<file path="src/rtl/dramc_pkg.sv">
package dramc_pkg;

    typedef enum logic [2:0] {
        ST_IDLE    = 3'd0,
        ST_ACT     = 3'd1,
        ST_CAS     = 3'd2,
        ST_GAP     = 3'd3,
        ST_OPEN    = 3'd4,
        ST_RESTORE = 3'd5,
        ST_PRE     = 3'd6
    } dramc_state_e;

endpackage

</file>
<file path="src/rtl/dramc_addr_split.sv">
// Splits a flat word address into its row and column indices.
module dramc_addr_split #(
    parameter int ROW_W = 8,
    parameter int COL_W = 8
) (
    input  logic [ROW_W+COL_W-1:0] addr,
    output logic [ROW_W-1:0]       row,
    output logic [COL_W-1:0]       col
);
    assign row = addr[ROW_W+COL_W-1:COL_W];
    assign col = addr[COL_W-1:0];
endmodule

</file>
<file path="src/rtl/dramc_refresh_timer.sv">
// Free-running interval timer with a sticky refresh request.
module dramc_refresh_timer #(
    parameter int INTERVAL = 195
) (
    input  logic clk,
    input  logic rst_n,
    input  logic ack,
    output logic pending
);
    localparam int TW = (INTERVAL > 2) ? $clog2(INTERVAL) : 1;

    typedef struct packed {
        logic [TW-1:0] cnt;
        logic          pend;
    } tmr_s;

    tmr_s q, d;
    logic tick;

    always_comb begin
        d    = q;
        tick = (q.cnt == '0);
        if (tick) begin
            d.cnt = TW'(INTERVAL - 1);
        end else begin
            d.cnt = q.cnt - 1'b1;
        end
        d.pend = (q.pend & ~ack) | tick;
    end

    always_ff @(posedge clk or negedge rst_n) begin
        if (!rst_n) begin
            q.cnt  <= TW'(INTERVAL - 1);
            q.pend <= 1'b0;
        end else begin
            q <= d;
        end
    end

    assign pending = q.pend;
endmodule

</file>
<file path="src/rtl/dramc_strobe_drv.sv">
// Decodes the sequencer state into the memory pins.
module dramc_strobe_drv
    import dramc_pkg::*;
#(
    parameter int ROW_W = 8,
    parameter int COL_W = 8
) (
    input  dramc_state_e     state,
    input  logic [ROW_W-1:0] row,
    input  logic [COL_W-1:0] col,
    input  logic             wr,
    input  logic             wd,
    output logic [ROW_W-1:0] addr,
    output logic             ras_n,
    output logic             cas_n,
    output logic             we_n,
    output logic             din
);
    logic [ROW_W-1:0] col_ext;

    generate
        if (COL_W == ROW_W) begin : g_col_same
            assign col_ext = col;
        end else begin : g_col_pad
            assign col_ext = {{(ROW_W - COL_W){1'b0}}, col};
        end
    endgenerate

    always_comb begin
        ras_n = 1'b1;
        cas_n = 1'b1;
        we_n  = 1'b1;
        din   = 1'b0;
        addr  = row;
        case (state)
            ST_ACT, ST_GAP, ST_OPEN, ST_RESTORE: begin
                ras_n = 1'b0;
            end
            ST_CAS: begin
                ras_n = 1'b0;
                cas_n = 1'b0;
                we_n  = ~wr;
                din   = wd;
                addr  = col_ext;
            end
            default: ;
        endcase
    end
endmodule

</file>
<file path="src/rtl/dramc_page_ctrl.sv">
// Page-mode controller: row-then-column strobing, open-row reuse,
// restore before close, and background row refresh.
module dramc_page_ctrl
    import dramc_pkg::*;
#(
    parameter int ROW_W        = 8,
    parameter int COL_W        = 8,
    parameter int ACT_CYC      = 3,
    parameter int CAS_CYC      = 1,
    parameter int PAGE_CYC     = 2,
    parameter int RESTORE_CYC  = 2,
    parameter int PRE_CYC      = 2,
    parameter int REF_INTERVAL = 195
) (
    input  logic                   clk,
    input  logic                   rst_n,
    input  logic                   req_valid,
    output logic                   req_ready,
    input  logic                   req_write,
    input  logic [ROW_W+COL_W-1:0] req_addr,
    input  logic                   req_wdata,
    output logic                   rd_valid,
    output logic                   rd_data,
    output logic [ROW_W-1:0]       dram_addr,
    output logic                   dram_ras_n,
    output logic                   dram_cas_n,
    output logic                   dram_we_n,
    output logic                   dram_din,
    input  logic                   dram_dout
);
    localparam int GAP_CYC = PAGE_CYC - CAS_CYC;
    localparam int CNT_W   = $clog2(ACT_CYC + CAS_CYC + PAGE_CYC + RESTORE_CYC + PRE_CYC + 1);
    localparam logic [CNT_W-1:0] ACT_LD = CNT_W'(ACT_CYC - 1);
    localparam logic [CNT_W-1:0] CAS_LD = CNT_W'(CAS_CYC - 1);
    localparam logic [CNT_W-1:0] GAP_LD = CNT_W'(GAP_CYC - 1);
    localparam logic [CNT_W-1:0] RST_LD = CNT_W'(RESTORE_CYC - 1);
    localparam logic [CNT_W-1:0] PRE_LD = CNT_W'(PRE_CYC - 1);

    typedef struct packed {
        dramc_state_e     state;
        logic [CNT_W-1:0] cnt;
        logic [ROW_W-1:0] row;
        logic [COL_W-1:0] col;
        logic             wr;
        logic             wd;
        logic             ref_act;
        logic             miss_pend;
        logic [ROW_W-1:0] ref_row;
        logic             rd_valid;
        logic             rd_data;
    } ctrl_s;

    ctrl_s q, d;

    logic [ROW_W-1:0] req_row;
    logic [COL_W-1:0] req_col;
    logic             ref_pend;
    logic             ref_ack;
    logic             cnt_done;

    dramc_addr_split #(.ROW_W(ROW_W), .COL_W(COL_W)) u_split (
        .addr (req_addr),
        .row  (req_row),
        .col  (req_col)
    );

    dramc_refresh_timer #(.INTERVAL(REF_INTERVAL)) u_timer (
        .clk     (clk),
        .rst_n   (rst_n),
        .ack     (ref_ack),
        .pending (ref_pend)
    );

    dramc_strobe_drv #(.ROW_W(ROW_W), .COL_W(COL_W)) u_drv (
        .state (q.state),
        .row   (q.row),
        .col   (q.col),
        .wr    (q.wr),
        .wd    (q.wd),
        .addr  (dram_addr),
        .ras_n (dram_ras_n),
        .cas_n (dram_cas_n),
        .we_n  (dram_we_n),
        .din   (dram_din)
    );

    assign cnt_done = (q.cnt == '0);

    always_comb begin
        d          = q;
        d.rd_valid = 1'b0;
        ref_ack    = 1'b0;
        req_ready  = 1'b0;
        case (q.state)
            ST_IDLE: begin
                req_ready = ~ref_pend;
                if (ref_pend) begin
                    ref_ack   = 1'b1;
                    d.state   = ST_ACT;
                    d.cnt     = ACT_LD;
                    d.ref_act = 1'b1;
                    d.row     = q.ref_row;             // ascending rows
                    d.ref_row = q.ref_row + 1'b1;
                end else if (req_valid) begin
                    d.state   = ST_ACT;
                    d.cnt     = ACT_LD;
                    d.ref_act = 1'b0;
                    d.row     = req_row;
                    d.col     = req_col;
                    d.wr      = req_write;
                    d.wd      = req_wdata;
                end
            end
            ST_ACT: begin                              // activation time
                if (cnt_done) begin
                    if (q.ref_act) begin
                        d.state = ST_RESTORE;
                        d.cnt   = RST_LD;
                    end else begin
                        d.state = ST_CAS;
                        d.cnt   = CAS_LD;
                    end
                end else begin
                    d.cnt = q.cnt - 1'b1;
                end
            end
            ST_CAS: begin
                if (cnt_done) begin
                    if (!q.wr) begin                   // read return
                        d.rd_valid = 1'b1;
                        d.rd_data  = dram_dout;
                    end
                    if (GAP_CYC > 0) begin             // page spacing
                        d.state = ST_GAP;
                        d.cnt   = GAP_LD;
                    end else begin
                        d.state = ST_OPEN;
                    end
                end else begin
                    d.cnt = q.cnt - 1'b1;
                end
            end
            ST_GAP: begin
                if (cnt_done) begin
                    d.state = ST_OPEN;
                end else begin
                    d.cnt = q.cnt - 1'b1;
                end
            end
            ST_OPEN: begin
                req_ready = ~ref_pend;
                if (ref_pend) begin                    // close for refresh
                    d.state     = ST_RESTORE;
                    d.cnt       = RST_LD;
                    d.miss_pend = 1'b0;
                end else if (req_valid) begin
                    d.col = req_col;
                    d.wr  = req_write;
                    d.wd  = req_wdata;
                    if (req_row == q.row) begin        // page hit
                        d.state = ST_CAS;
                        d.cnt   = CAS_LD;
                    end else begin                     // row change
                        d.row       = req_row;
                        d.miss_pend = 1'b1;
                        d.state     = ST_RESTORE;
                        d.cnt       = RST_LD;
                    end
                end
            end
            ST_RESTORE: begin                          // write-back
                if (cnt_done) begin
                    d.state = ST_PRE;
                    d.cnt   = PRE_LD;
                end else begin
                    d.cnt = q.cnt - 1'b1;
                end
            end
            ST_PRE: begin                              // precharge
                if (cnt_done) begin
                    d.ref_act = 1'b0;
                    if (q.miss_pend) begin
                        d.miss_pend = 1'b0;
                        d.state     = ST_ACT;
                        d.cnt       = ACT_LD;
                    end else begin
                        d.state = ST_IDLE;
                    end
                end else begin
                    d.cnt = q.cnt - 1'b1;
                end
            end
            default: d.state = ST_IDLE;
        endcase
    end

    always_ff @(posedge clk or negedge rst_n) begin
        if (!rst_n) begin
            q <= '0;
        end else begin
            q <= d;
        end
    end

    assign rd_valid = q.rd_valid;
    assign rd_data  = q.rd_data;
endmodule

</file>
<file path="config.mk">
export PLATFORM = sky130hd
export DESIGN_NAME = dramc_page_ctrl
export DESIGN_NICKNAME = d
export VERILOG_FILES = /design/src/rtl/dramc_pkg.sv /design/src/rtl/dramc_addr_split.sv /design/src/rtl/dramc_refresh_timer.sv /design/src/rtl/dramc_strobe_drv.sv /design/src/rtl/dramc_page_ctrl.sv
export SDC_FILE = /design/constraint.sdc
export NUM_CORES = 1
export LEC_CHECK = 0
export ABC_AREA = 1
export BUFFER_PORTS_ARGS = -buffer_cell sky130_fd_sc_hd__buf_2
export CAP_MARGIN = 40
export CORE_MARGIN = 1
export CORE_UTILIZATION = 60
export CTS_CLUSTER_DIAMETER = 30
export DETAILED_ROUTE_END_ITERATION = 7
export MAX_ROUTING_LAYER = met4
export PLACE_DENSITY_LB_ADDON = 0.05
export SYNTH_ARGS = -nofsm -noshare
export SYNTH_HDL_FRONTEND = slang
export SYNTH_SLANG_ARGS = --single-unit
export TNS_END_PERCENT = 1
</file>
<file path="constraint.sdc">
create_clock -name clk -period 3.12 [get_ports clk]
set_clock_uncertainty 0.05 [all_clocks]
set_input_delay 0.936 -clock clk [delete_from_list [all_inputs] [get_ports clk]]
set_output_delay 0.936 -clock clk [all_outputs]
set_load 0.01 [all_outputs]
</file>
==> results by group, run 1 <==
CTS
  – Number of clock buffers inserted by TritonCTS: 5
  – CTS Hold Bufs: 0
  – Post-cts resize count: 0
  – Maximum root-to-sink buffer count: 2
  – TritonCTS Sinks: 46
  – Clock slew at reported path FFs: around 0.08 ns
  – Clock tree from TritonCTS: built
  – Clock latency of the later-clocked register in the worst-skew pair: roughly 0.29 ns
  – Level count of the clock H-tree: 2
  – Postcts setup bufs: 0
  – Root Driver: sky130_fd_sc_hd__clkbuf_8

Power and ir drop
  – Pwr Total: approximately 2.5 mW
  – Power density cells: between 800 and 900 nW/µm²
  – Worst ir drop on vdd: around 0.52 mV
  – Leakage Power: around 1.7 nW

Drt
  – Per-cell via count in the routed design: 5.21
  – Post-route DRC: 0
  – Remaining antenna violation count: 0
  – Final wirelength: between 5000 and 6000 µm
  – Wire length per cell after detailed routing: around 12 µm
  – DRT iter0 DRCs: approximately 120
  – Number of iterations in the first detailed-routing pass: 5
  – Total number of vias: between 2000 and 2500

Yosys
  – Synthesized area per cell: approximately 7.5 µm²
  – Synth Net Count: 380
  – Cell area after synthesis: between 2000 and 3000 µm²
  – Post-synthesis sequential element count: 46
  – Gate Count Post-Synth: roughly 350
  – Unique masters post-synth: 32
  – YS warnings: 0
  – Post-synthesis sequential area ratio: between 40% and 50%

STA
  – Number of hold violations in the final report: 0
  – Number of max-slew violations in the final report: 0
  – Unrepaired setup endpoints after global routing: no
  – Final min period: between 2 and 3 ns
  – Achievable frequency: roughly 370 MHz
  – Final period utilization: 86.6%
  – Final Setup Violations: 0
  – Transition time at the pin with the least slew margin: about 0.54 ns
  – Total negative setup slack: 0 ns
  – Slack of the critical path: around 0.42 ns
  – Max-Slew Margin vs Limit: ~64%

Final layout
  – Final core utilization: between 70% and 80%
  – Diodes inserted: 0
  – Most frequent cells in the layout: sky130_fd_sc_hd__nand2_1, sky130_fd_sc_hd__dfrtp_1, sky130_fd_sc_hd__buf_2
  – Area growth from synthesis to layout: 11.7%
  – Share of final-layout standard cells stronger than drive strength 1: approximately a fifth
  – Final net count: roughly 420
  – Most common cell after layout, fill and taps aside: sky130_fd_sc_hd__nand2_1

Placement
  – Number of buffer cells added on primary ports: 36
  – DPL Wire Length: approximately 4200 µm
  – Pre-CTS worst setup slack: ~0.74 ns
  – Gpl congestion: 0.898

Worst setup path
  – Arrival @ worst endpoint: ~1.7 ns
  – Startpoint-to-endpoint class of the critical path: reg -> out
  – Startpoint Class: register
  – Most Frequent Cell on Critical Path: sky130_fd_sc_hd__nand2_1
  – Crit-path max cell delay: between 0.4 and 0.5 ns
  – CP Max Fanout: 15
  – Kind of end point of the critical path: output pin
  – CP Cell Sequence: clkinv_2 -> nand2_2 -> nor2_4 -> inv_2 -> nand2_1 -> nand2_1 -> buf_2
  – Master of the slowest instance on the critical path: sky130_fd_sc_hd__dfrtp_1
  – Required time worst endpoint: approximately 2.1 ns

Global route
  – Total overflow reported by the global router: 0
  – Number of antenna violations at the first check in global routing: 0
  – Pin count of the biggest net entering global routing: 25
  – Tot GR Track Use: between 20% and 30%
  – Via count of the first global-routing pass: 2086
  – Wire length of the first global-routing pass: ~9200 µm

Floorplan
  – Boundary Pins: 37
  – Y dimension of the die: approximately 69 µm
  – Die area: between 4000 and 5000 µm²
  – Area of the core: between 4000 and 5000 µm²
  – Initial Util: around 65%
  – Width of the die: 68.6 µm
  – Std-Cell Rows: 23

Flow run
  – Number of max-capacitance violations reported: 0

Status
  – Run status: finished clean

Hold path
  – Hold Crit Class: reg -> reg
==> state kept, by name, indices dropped and copies added, names as in the netlist <==
signal / count
q: 35
u_timer.q: 8
rd_data: 1
rd_valid: 1
u_timer.pending: 1
==> per-stage QoR <==
stage | hold slack [ns] | std cells | area (µm²)
after global placement | 0.369 | 435 | 2880
final | 0.381 | 443 | 2970
after detailed placement | 0.372 | 435 | 2880
after CTS | 0.383 | 443 | 2970
after floorplan | 0.353 | 353 | 2660
after global routing | 0.408 | 443 | 2970
==> critical path, delay by kind of cell (launching register included) <==
kind	cells	cell delay (ns)
and+or+nand+nor	4	0.49
DFF	1	0.49
buffers and inverters	3	0.44
==> metal layers <==
layer	vias up	GRT usage, %	part of all wire (%)
met3	8	5.10	5.8
met4	0	6.25	1.1
li1	1185	-	-
met1	1051	36.5	48
met2	64	42.0	45
met5	-	-	0
==> cell type report <==
| type | instances | area [µm²] |
|---|---|---|
| inverters | 43 | 163 |
| flip-flops and latches | 46 | 1150 |
| well taps | 50 | 62.6 |
| multi-input cells | 258 | 1300 |
| clock buffers | 8 | 90.1 |
| fillers | 366 | 1150 |
| repair buffers | 38 | 195 |
==> path summary, 6_finish.rpt <==
path | start | endpoint | slack, ns | depth (start not counted)
worst max-delay path | q[36] | dram_addr[3] | 0.42 | 7
worst min-delay path | u_timer.q[1] | u_timer.q[1] | 0.38 | 1
worst max register to register | q[34] | q[25] | 1.20 | 10
worst min register to register | u_timer.q[1] | u_timer.q[1] | 0.38 | 1
max in group asynchronous | rst_n | u_timer.q[2] | 1.85 | 2
min in group asynchronous | rst_n | q[3] | 0.56 | 1
==> synthesized netlist by cell type <==
| library cell | instances | area (µm²) |
|---|---|---|
| sky130_fd_sc_hd__dfrtp_1 | 43 | 1080 |
| sky130_fd_sc_hd__and3_1 | 1 | 6.26 |
| sky130_fd_sc_hd__nand4_1 | 6 | 37.5 |
| sky130_fd_sc_hd__nand3_2 | 2 | 20.0 |
| sky130_fd_sc_hd__ha_1 | 5 | 62.6 |
| sky130_fd_sc_hd__or2_2 | 1 | 6.26 |
| sky130_fd_sc_hd__nor2_8 | 1 | 20.0 |
| sky130_fd_sc_hd__clkinv_2 | 1 | 5.00 |
| sky130_fd_sc_hd__nand2_4 | 3 | 33.8 |
| sky130_fd_sc_hd__xnor2_1 | 6 | 52.6 |
| sky130_fd_sc_hd__nand2_2 | 3 | 18.8 |
| sky130_fd_sc_hd__nand3_1 | 20 | 100 |
| sky130_fd_sc_hd__nor2_1 | 24 | 90.1 |
| sky130_fd_sc_hd__nor2_4 | 6 | 67.6 |
| sky130_fd_sc_hd__o21ai_1 | 1 | 5.00 |
| sky130_fd_sc_hd__inv_2 | 7 | 26.3 |
| sky130_fd_sc_hd__nor3_2 | 2 | 20.0 |
| sky130_fd_sc_hd__buf_4 | 3 | 22.5 |
| sky130_fd_sc_hd__nor3_1 | 3 | 15.0 |
| sky130_fd_sc_hd__dfstp_2 | 3 | 78.8 |
| sky130_fd_sc_hd__a31oi_1 | 1 | 6.26 |
| sky130_fd_sc_hd__clkinv_1 | 1 | 3.75 |
| sky130_fd_sc_hd__mux2_2 | 1 | 11.3 |
| sky130_fd_sc_hd__o21ai_0 | 21 | 105 |
| sky130_fd_sc_hd__xor2_1 | 7 | 61.3 |
| sky130_fd_sc_hd__o21ai_2 | 1 | 8.76 |
| sky130_fd_sc_hd__a22oi_1 | 1 | 7.51 |
| sky130_fd_sc_hd__nand2_1 | 130 | 488 |
| sky130_fd_sc_hd__buf_2 | 2 | 10.0 |
| sky130_fd_sc_hd__clkbuf_1 | 1 | 3.75 |
| sky130_fd_sc_hd__a21oi_1 | 12 | 60.1 |
| sky130_fd_sc_hd__inv_1 | 34 | 128 |
==> where the power goes <==
group	internal [mW]	total, mW	switching [mW]
Sequential	0.781	0.947	0.166
Clock	0.181	0.371	0.190
Combinational	0.431	1.21	0.782
==> logic make-up after synthesis <==
logic type | after synthesis | share of synthesized area [%]
simple gates | 202 | 34.7
buf+inv | 49 | 7.49
flops | 46 | 43.5
compound gates | 37 | 7.25
xor+xnor | 13 | 4.28
fa+ha+maj | 5 | 2.35
mux | 1 | 0.424
No activity file was read; power rests on OpenSTA's default activity.
==> run 2, diff against run 1 <==
--- a/config.mk
+++ b/config.mk
@@ -6,12 +6,12 @@
 export NUM_CORES = 1
 export LEC_CHECK = 0
 export ABC_AREA = 1
-export BUFFER_PORTS_ARGS = -buffer_cell sky130_fd_sc_hd__buf_2
 export CAP_MARGIN = 40
 export CORE_MARGIN = 1
 export CORE_UTILIZATION = 60
 export CTS_CLUSTER_DIAMETER = 30
 export DETAILED_ROUTE_END_ITERATION = 7
+export DONT_BUFFER_PORTS = 1
 export MAX_ROUTING_LAYER = met4
 export PLACE_DENSITY_LB_ADDON = 0.05
 export SYNTH_ARGS = -nofsm -noshare
==> run 2 against run 1 <==
Net effect:
- global-route usage is 0.073 points lower
- first-iteration DRC count is 11% lower
- critical path depth is 2 lower
- routed wire length is 0.37% lower
- via count is 5.2% lower
- critical path type unchanged
==> results by group, run 2 (synthesized netlist as in run 1, its figures left out) <==
Drt
  – Per-cell via count in the routed design: 5.40 (was 5.21)
  – Final wirelength: 5430 µm (was 5450 µm)
  – Number of iterations in the first detailed-routing pass: 4 (was 5)
  – Post-route DRC: 0 (unchanged)
  – Remaining antenna violation count: 0 (unchanged)
  – Total number of vias: 2189 (was 2308)
  – DRT iter0 DRCs: 106 (was 119)
  – Wire length per cell after detailed routing: 13.4 µm (was 12.3 µm)

Global route
  – Total overflow reported by the global router: 0 (unchanged)
  – Pin count of the biggest net entering global routing: 47 (was 25)
  – Tot GR Track Use: 26.9% (was 27.0%)
  – Via count of the first global-routing pass: 1969 (was 2086)
  – Number of antenna violations at the first check in global routing: 0 (unchanged)
  – Wire length of the first global-routing pass: 8800 µm (was 9180 µm)

Floorplan
  – Initial Util: 64.6% (unchanged)
  – Y dimension of the die: 68.6 µm (unchanged)
  – Area of the core: 4120 µm² (unchanged)
  – Width of the die: 68.6 µm (unchanged)
  – Std-Cell Rows: 23 (unchanged)
  – Boundary Pins: 37 (unchanged)
  – Die area: 4700 µm² (unchanged)

Placement
  – Gpl congestion: 0.932 (was 0.898)
  – DPL Wire Length: 4040 µm (was 4200 µm)
  – Area post-placement: 2680 µm² (was 2880 µm²)
  – Number of buffer cells added on primary ports: 0 (was 36)

CTS
  – Postcts setup bufs: 0 (unchanged)
  – Clock slew at reported path FFs: 0.08 ns (about the same)
  – TritonCTS Sinks: 46 (unchanged)
  – Clock tree from TritonCTS: built (unchanged)
  – Level count of the clock H-tree: 2 (unchanged)
  – Number of clock buffers inserted by TritonCTS: 5 (unchanged)
  – Clock latency of the later-clocked register in the worst-skew pair: 0.31 ns (was 0.29 ns)
  – Maximum root-to-sink buffer count: 2 (unchanged)
  – Post-cts resize count: 0 (unchanged)
  – Root Driver: sky130_fd_sc_hd__clkbuf_8 (unchanged)
  – CTS Hold Bufs: 0 (unchanged)

STA
  – Achievable frequency: 375 MHz (was 370 MHz)
  – Transition time at the pin with the least slew margin: 0.549 ns (was 0.538 ns)
  – Max-Slew Margin vs Limit: 63.4% (was 64.1%)
  – Total negative setup slack: 0 ns (unchanged)
  – Final period utilization: 85.5% (was 86.6%)
  – Number of hold violations in the final report: 0 (unchanged)
  – Unrepaired setup endpoints after global routing: no (unchanged)
  – Number of max-slew violations in the final report: 0 (unchanged)
  – Final Setup Violations: 0 (unchanged)
  – Final min period: 2.67 ns (was 2.70 ns)

Final layout
  – Registers with the most flip-flops: q x35, u_timer.q x8 (unchanged)
  – Final net count: 381 (was 419)
  – Area growth from synthesis to layout: 4.57% (was 11.7%)
  – Final non-filler cell area: 2780 µm² (was 2970 µm²)
  – Diodes inserted: 0 (unchanged)
  – Flip-flop count of the largest register after layout: 35 (unchanged)
  – Reg with most FFs: q (unchanged)
  – Most frequent cells in the layout: sky130_fd_sc_hd__nand2_1, sky130_fd_sc_hd__dfrtp_1, sky130_fd_sc_hd__inv_1 (was sky130_fd_sc_hd__nand2_1, sky130_fd_sc_hd__dfrtp_1, sky130_fd_sc_hd__buf_2)
  – Fill cell total of the finished layout: 352 (was 366)
  – Most common cell after layout, fill and taps aside: sky130_fd_sc_hd__nand2_1 (unchanged)
  – Share of final-layout standard cells stronger than drive strength 1: 11.0% (was 19.1%)

Power and ir drop
  – Worst ir drop on vdd: 0.494 mV (was 0.518 mV)
  – Power density cells: 878 nW/µm² (was 852 nW/µm²)
  – Leakage Power: 1.52 nW (was 1.67 nW)

Flow run
  – Number of max-capacitance violations reported: 0 (unchanged)

Status
  – Run status: finished clean (unchanged)

Worst setup path
  – CP Max Fanout: 15 (unchanged)
  – Kind of end point of the critical path: output pin (unchanged)
  – Startpoint-to-endpoint class of the critical path: reg -> out (unchanged)
  – Startpoint Class: register (unchanged)
  – Arrival @ worst endpoint: 1.68 ns (was 1.72 ns)
  – Internal reg-to-reg setup slack: 1.14 ns (was 1.20 ns)
  – Required time worst endpoint: 2.13 ns (about the same)

Hold path
  – Hold Crit Class: in -> async (was reg -> reg)
run 2: layer usage:
metal | track usage [%] | vias to the layer above | share of wire [%]
met1 | 34.4 | 1005 | 47
met3 | 7.24 | 13 | 5.8
met2 | 40.1 | 63 | 45
met5 | - | - | 0
met4 | 11.7 | 0 | 2.3
li1 | - | 1108 | -
run 2: critical path, cell delays in order (launching register included):
cell and delay, ns:
sky130_fd_sc_hd__dfrtp_1 0.49, sky130_fd_sc_hd__clkinv_2 0.15, sky130_fd_sc_hd__nand2_2 0.08, sky130_fd_sc_hd__nor2_4 0.27
sky130_fd_sc_hd__inv_2 0.18, sky130_fd_sc_hd__nor2_1 0.21
run 2: cell type report:
class / count / area [µm²] / area share [%]
Clock buffer: 6 / 82.6 / 2.97
Inverter: 43 / 163 / 5.85
Sequential cell: 46 / 1150 / 41.6
Tap cell: 50 / 62.6 / 2.25
Clock inverter: 2 / 12.5 / 0.450
Multi-Input combinational cell: 258 / 1300 / 46.9
run 2: through the flow:
step	worst slack, ns	hold WS, ns	utilization (%)	power (mW)	instances
2_1_floorplan	0.879	0.353	-	1.84	353
3_3_place_gp	0.819	0.367	65.2	2.03	397
3_5_place_dp	0.787	0.371	65.2	2.05	397
4_1_cts	0.449	0.256	67.5	2.44	405
5_1_grt	0.302	0.248	67.5	2.66	405
6_report	0.453	0.263	67.5	2.44	405
run 2: final timing paths:
check,from,end,cells past startpoint
hold reg to reg,u_timer.q[1],u_timer.q[1],1
setup / recovery,q[36],dram_din,5
max in group asynchronous,rst_n,u_timer.q[2],0
setup reg to reg,q[34],q[24],10
min in group clk,u_timer.q[1],u_timer.q[1],1
hold / removal,rst_n,q[26],0
run 2: where the power goes:
part	switching (mW)	internal, mW	total, mW	leakage, nW
clock network	0.202	0.178	0.380	0.0472
logic	0.753	0.355	1.11	0.888
registers	0.172	0.781	0.952	0.582
total	1.13	1.31	2.44	1.52
==> run 3, diff against run 2 <==
--- a/config.mk
+++ b/config.mk
@@ -5,7 +5,6 @@
 export SDC_FILE = /design/constraint.sdc
 export NUM_CORES = 1
 export LEC_CHECK = 0
-export ABC_AREA = 1
 export CAP_MARGIN = 40
 export CORE_MARGIN = 1
 export CORE_UTILIZATION = 60
==> run 3 against run 2 <==
Net effect:
- utilization is 0.060 points lower
- hold slack better by 0.0093 ns
- sequential power is 0.7% higher
- register-to-register slack worse by 0.33 ns
- area after synthesis is 2.9% lower
- final area is 1.5% lower
- largest cell class unchanged
- largest power group unchanged
- sequential share of layout area is 0.63 points higher
==> results by group, run 3 <==
STA
  – Slack of the critical path: 0.345 ns (was 0.453 ns)
  – Final Setup Violations: 0 (unchanged)
  – Transition time at the pin with the least slew margin: 0.614 ns (was 0.549 ns)
  – Max-Slew Margin vs Limit: 59.0% (was 63.4%)
  – Worst hold slack: 0.272 ns (was 0.263 ns)
  – Number of hold violations in the final report: 0 (unchanged)
  – Final period utilization: 88.9% (was 85.5%)
  – Achievable frequency: 360 MHz (was 375 MHz)
  – Final min period: 2.78 ns (was 2.67 ns)
  – Number of max-slew violations in the final report: 0 (unchanged)
  – Unrepaired setup endpoints after global routing: no (unchanged)
  – Total negative setup slack: 0 ns (unchanged)

Drt
  – Per-cell via count in the routed design: 6.16 (was 5.40)
  – DRT iter0 DRCs: 189 (was 106)
  – Post-route DRC: 0 (unchanged)
  – Remaining antenna violation count: 0 (unchanged)
  – Final wirelength: 5290 µm (was 5430 µm)
  – Number of iterations in the first detailed-routing pass: 4 (unchanged)
  – Wire length per cell after detailed routing: 17.8 µm (was 13.4 µm)
  – Total number of vias: 1831 (was 2189)

Global route
  – Number of antenna violations at the first check in global routing: 0 (unchanged)
  – Tot GR Track Use: 26.1% (was 26.9%)
  – Via count of the first global-routing pass: 1786 (was 1969)
  – Pin count of the biggest net entering global routing: 47 (unchanged)
  – Wire length of the first global-routing pass: 8560 µm (was 8800 µm)
  – Total overflow reported by the global router: 0 (unchanged)

Placement
  – Number of buffer cells added on primary ports: 0 (unchanged)
  – Pre-CTS worst setup slack: 0.679 ns (was 0.787 ns)
  – DPL Wire Length: 3950 µm (was 4040 µm)
  – Gpl congestion: 0.818 (was 0.932)

Yosys
  – Area contributors post-synth: sky130_fd_sc_hd__dfrtp_1, sky130_fd_sc_hd__mux2_2, sky130_fd_sc_hd__xnor2_1, sky130_fd_sc_hd__dfstp_2, sky130_fd_sc_hd__nand2_1 (was sky130_fd_sc_hd__dfrtp_1, sky130_fd_sc_hd__nand2_1, sky130_fd_sc_hd__inv_1, sky130_fd_sc_hd__o21ai_0, sky130_fd_sc_hd__nand3_1)
  – YS warnings: 0 (unchanged)
  – Unique masters post-synth: 48 (was 32)
  – Ranking of synthesized cells by instance count: sky130_fd_sc_hd__dfrtp_1, sky130_fd_sc_hd__mux2_2, sky130_fd_sc_hd__nand2_1 (was sky130_fd_sc_hd__nand2_1, sky130_fd_sc_hd__dfrtp_1, sky130_fd_sc_hd__inv_1)
  – Synthesized area per cell: 10.6 µm² (was 7.53 µm²)
  – Yosys top cell by area: sky130_fd_sc_hd__dfrtp_1 (unchanged)
  – Synth Net Count: 270 (was 380)
  – Gate Count Post-Synth: 243 (was 353)
  – Combinational family with the most area after synthesis: simple AND/OR/NAND/NOR gates (unchanged)
  – Fraction of the mapped netlist area in adder cells: 2.81% (was 2.35%)
  – Post-synthesis sequential element count: 46 (unchanged)
  – Yosys top cell area share: 41.7% (was 40.5%)
  – Async set-reset flop share out of synthesis: 100% (unchanged)
  – Simple-gate share of the synthesized area: 17.7% (was 34.7%)
  – Dominant cell by count in the synthesized netlist: sky130_fd_sc_hd__dfrtp_1 (was sky130_fd_sc_hd__nand2_1)
  – Share of synthesized area spent on multiplexers: 16.1% (was 0.424%)
  – Most used flip-flop cell after synthesis: sky130_fd_sc_hd__dfrtp_1 (unchanged)
  – Cell area after synthesis: 2580 µm² (was 2660 µm²)
  – Synth Area in Compound Gates: 9.41% (was 7.25%)
  – Post-synth EDFFs: 0 (unchanged)
  – Xor/xnor share of the synthesized area: 5.77% (was 4.28%)
  – Post-synthesis sequential area ratio: 44.8% (was 43.5%)

CTS
  – Clock slew at reported path FFs: 0.08 ns (about the same)
  – Maximum root-to-sink buffer count: 2 (unchanged)
  – Clock tree from TritonCTS: built (unchanged)
  – Postcts setup bufs: 0 (unchanged)
  – CTS Hold Bufs: 0 (unchanged)
  – Root Driver: sky130_fd_sc_hd__clkbuf_8 (unchanged)
  – TritonCTS Sinks: 46 (unchanged)
  – Clock latency of the later-clocked register in the worst-skew pair: 0.30 ns (was 0.31 ns)
  – Number of clock buffers inserted by TritonCTS: 5 (unchanged)
  – Level count of the clock H-tree: 2 (unchanged)
  – Post-cts resize count: 0 (unchanged)

Final layout
  – Flip-flop count of the largest register after layout: 35 (unchanged)
  – Share of final-layout standard cells stronger than drive strength 1: 23.9% (was 11.0%)
  – Diodes inserted: 0 (unchanged)
  – Registers with the most flip-flops: q x35, u_timer.q x8 (unchanged)
  – Reg with most FFs: q (unchanged)
  – Fill cell total of the finished layout: 307 (was 352)
  – Most frequent cells in the layout: sky130_fd_sc_hd__dfrtp_1, sky130_fd_sc_hd__mux2_2, sky130_fd_sc_hd__nand2_1 (was sky130_fd_sc_hd__nand2_1, sky130_fd_sc_hd__dfrtp_1, sky130_fd_sc_hd__inv_1)
  – Most common cell after layout, fill and taps aside: sky130_fd_sc_hd__dfrtp_1 (was sky130_fd_sc_hd__nand2_1)
  – Area growth from synthesis to layout: 6.11% (was 4.57%)
  – Final net count: 273 (was 381)

Floorplan
  – Std-Cell Rows: 23 (unchanged)
  – Die area: 4570 µm² (was 4700 µm²)
  – Boundary Pins: 37 (unchanged)
  – Y dimension of the die: 67.6 µm (was 68.6 µm)
  – Area of the core: 4060 µm² (was 4120 µm²)
  – Initial Util: 63.6% (was 64.6%)
  – Width of the die: 67.6 µm (was 68.6 µm)

Power and ir drop
  – Power density cells: 891 nW/µm² (was 878 nW/µm²)
  – Clock network fraction of design power: 18.0% (was 15.6%)
  – Switching share of total power: 38.1% (was 46.1%)
  – Worst ir drop on vdd: 0.460 mV (was 0.494 mV)
  – Switch Pwr: 930 µW (was 1.13 mW)
  – Leakage Power: 1.15 nW (was 1.52 nW)
  – Internal power: 1.51 mW (was 1.31 mW)
  – Logic gate share of total power: 42.7% (was 45.4%)
  – Fraction of power consumed by sequential logic: 39.3% (was 39.0%)

Status
  – Run status: finished clean (unchanged)

Flow run
  – Number of max-capacitance violations reported: 0 (unchanged)

Worst setup path
  – CP Max Fanout: 23 (was 15)
  – Master of the slowest instance on the critical path: sky130_fd_sc_hd__dfrtp_1 (unchanged)
  – Kind of end point of the critical path: output pin (unchanged)
  – CP Cell Sequence: nor3_1 -> buf_4 -> mux2_2 (was clkinv_2 -> nand2_2 -> nor2_4 -> inv_2 -> nor2_1)
  – Crit-path max cell delay: 0.61 ns (was 0.49 ns)
  – Startpoint Class: register (unchanged)
  – Startpoint-to-endpoint class of the critical path: reg -> out (unchanged)
  – Arrival @ worst endpoint: 1.79 ns (was 1.68 ns)
  – Required time worst endpoint: 2.13 ns (about the same)

Hold path
  – Hold Crit Class: in -> async (unchanged)
[run 3: cell count changes after synthesis, moves of 5 or more]
| cell | change |
|---|---|
| sky130_fd_sc_hd__inv_1 | -24 |
| sky130_fd_sc_hd__inv_2 | -7 |
| sky130_fd_sc_hd__mux2_2 | +36 |
| sky130_fd_sc_hd__nand2_1 | -113 |
| sky130_fd_sc_hd__nand2b_1 | +5 |
| sky130_fd_sc_hd__nand3_1 | -11 |
| sky130_fd_sc_hd__nor2_1 | -9 |
| sky130_fd_sc_hd__nor2_4 | -6 |
| sky130_fd_sc_hd__o21ai_0 | -14 |
| sky130_fd_sc_hd__xnor2_1 | +9 |
| sky130_fd_sc_hd__xor2_1 | -5 |
[run 3: path summary, 6_finish.rpt]
path                                 to  slack (ns)  cells after the start    startpoint
setup reg to reg                  q[27]        0.81                      5         q[34]
hold reg to reg            u_timer.q[1]        0.42                      1  u_timer.q[1]
hold / removal                    q[32]        0.27                      0         rst_n
max in group asynchronous  u_timer.q[2]        2.56                      0         rst_n
min in group clk           u_timer.q[1]        0.42                      1  u_timer.q[1]
setup / recovery           dram_addr[3]        0.34                      3         q[34]
[run 3: cells by family (layout without fill, tap and decap cells)]
group                    Yosys count  in the layout
adder cells (fa/ha/maj)            6              6
buffers and inverters             19             23
multiplexers                      37             37
AO/OA/AOI/OAI                     36             36
flip-flops                        46             46
AND/OR/NAND/NOR                   82             82
XOR/XNOR                          17             17
[run 3: critical path: cells and delay by family, from the launching register on]
kind          cells  cell delay (ns)
buf+inv           1             0.22
simple gates      1             0.26
flops             1             0.61
mux               1             0.39
[run 3: area by class of cell]
cell class	count	area, µm²	area share (%)
multi-input combinational	178	1340	48.9
sequential	46	1150	42.2
tap	50	62.6	2.29
timing repair buffer	5	37.5	1.37
clock inverter	1	30.0	1.10
clock buffer	7	76.3	2.79
inverter	10	37.5	1.37
[run 3: power groups by stage]
stage / Clock [mW] / Combinational (mW) / Sequential [mW]
global placement: 0 / 1.01 / 0.955
CTS: 0.448 / 1.04 / 0.958
global route: 0.463 / 1.15 / 0.985
finish: 0.439 / 1.04 / 0.959
floorplan: 0 / 0.913 / 0.885
detailed placement: 0 / 1.04 / 0.972
[run 3: layer usage]
metal | track usage, % | routed length (µm) | vias up
met5 | - | 0 | -
met3 | 5.74 | 352 | 6
met2 | 39.6 | 2570 | 57
met4 | 6.91 | 54 | 0
met1 | 35.2 | 2310 | 889
li1 | - | - | 879
[run 3: stage by stage]
step / util (%) / instance area [µm²] / instances / total power [mW]
after floorplan: - / 2580 / 243 / 1.80
after global placement: 64.8 / 2630 / 289 / 1.97
after detailed placement: 64.8 / 2630 / 289 / 2.01
after CTS: 67.5 / 2740 / 297 / 2.45
after global routing: 67.5 / 2740 / 297 / 2.60
final: 67.5 / 2740 / 297 / 2.44
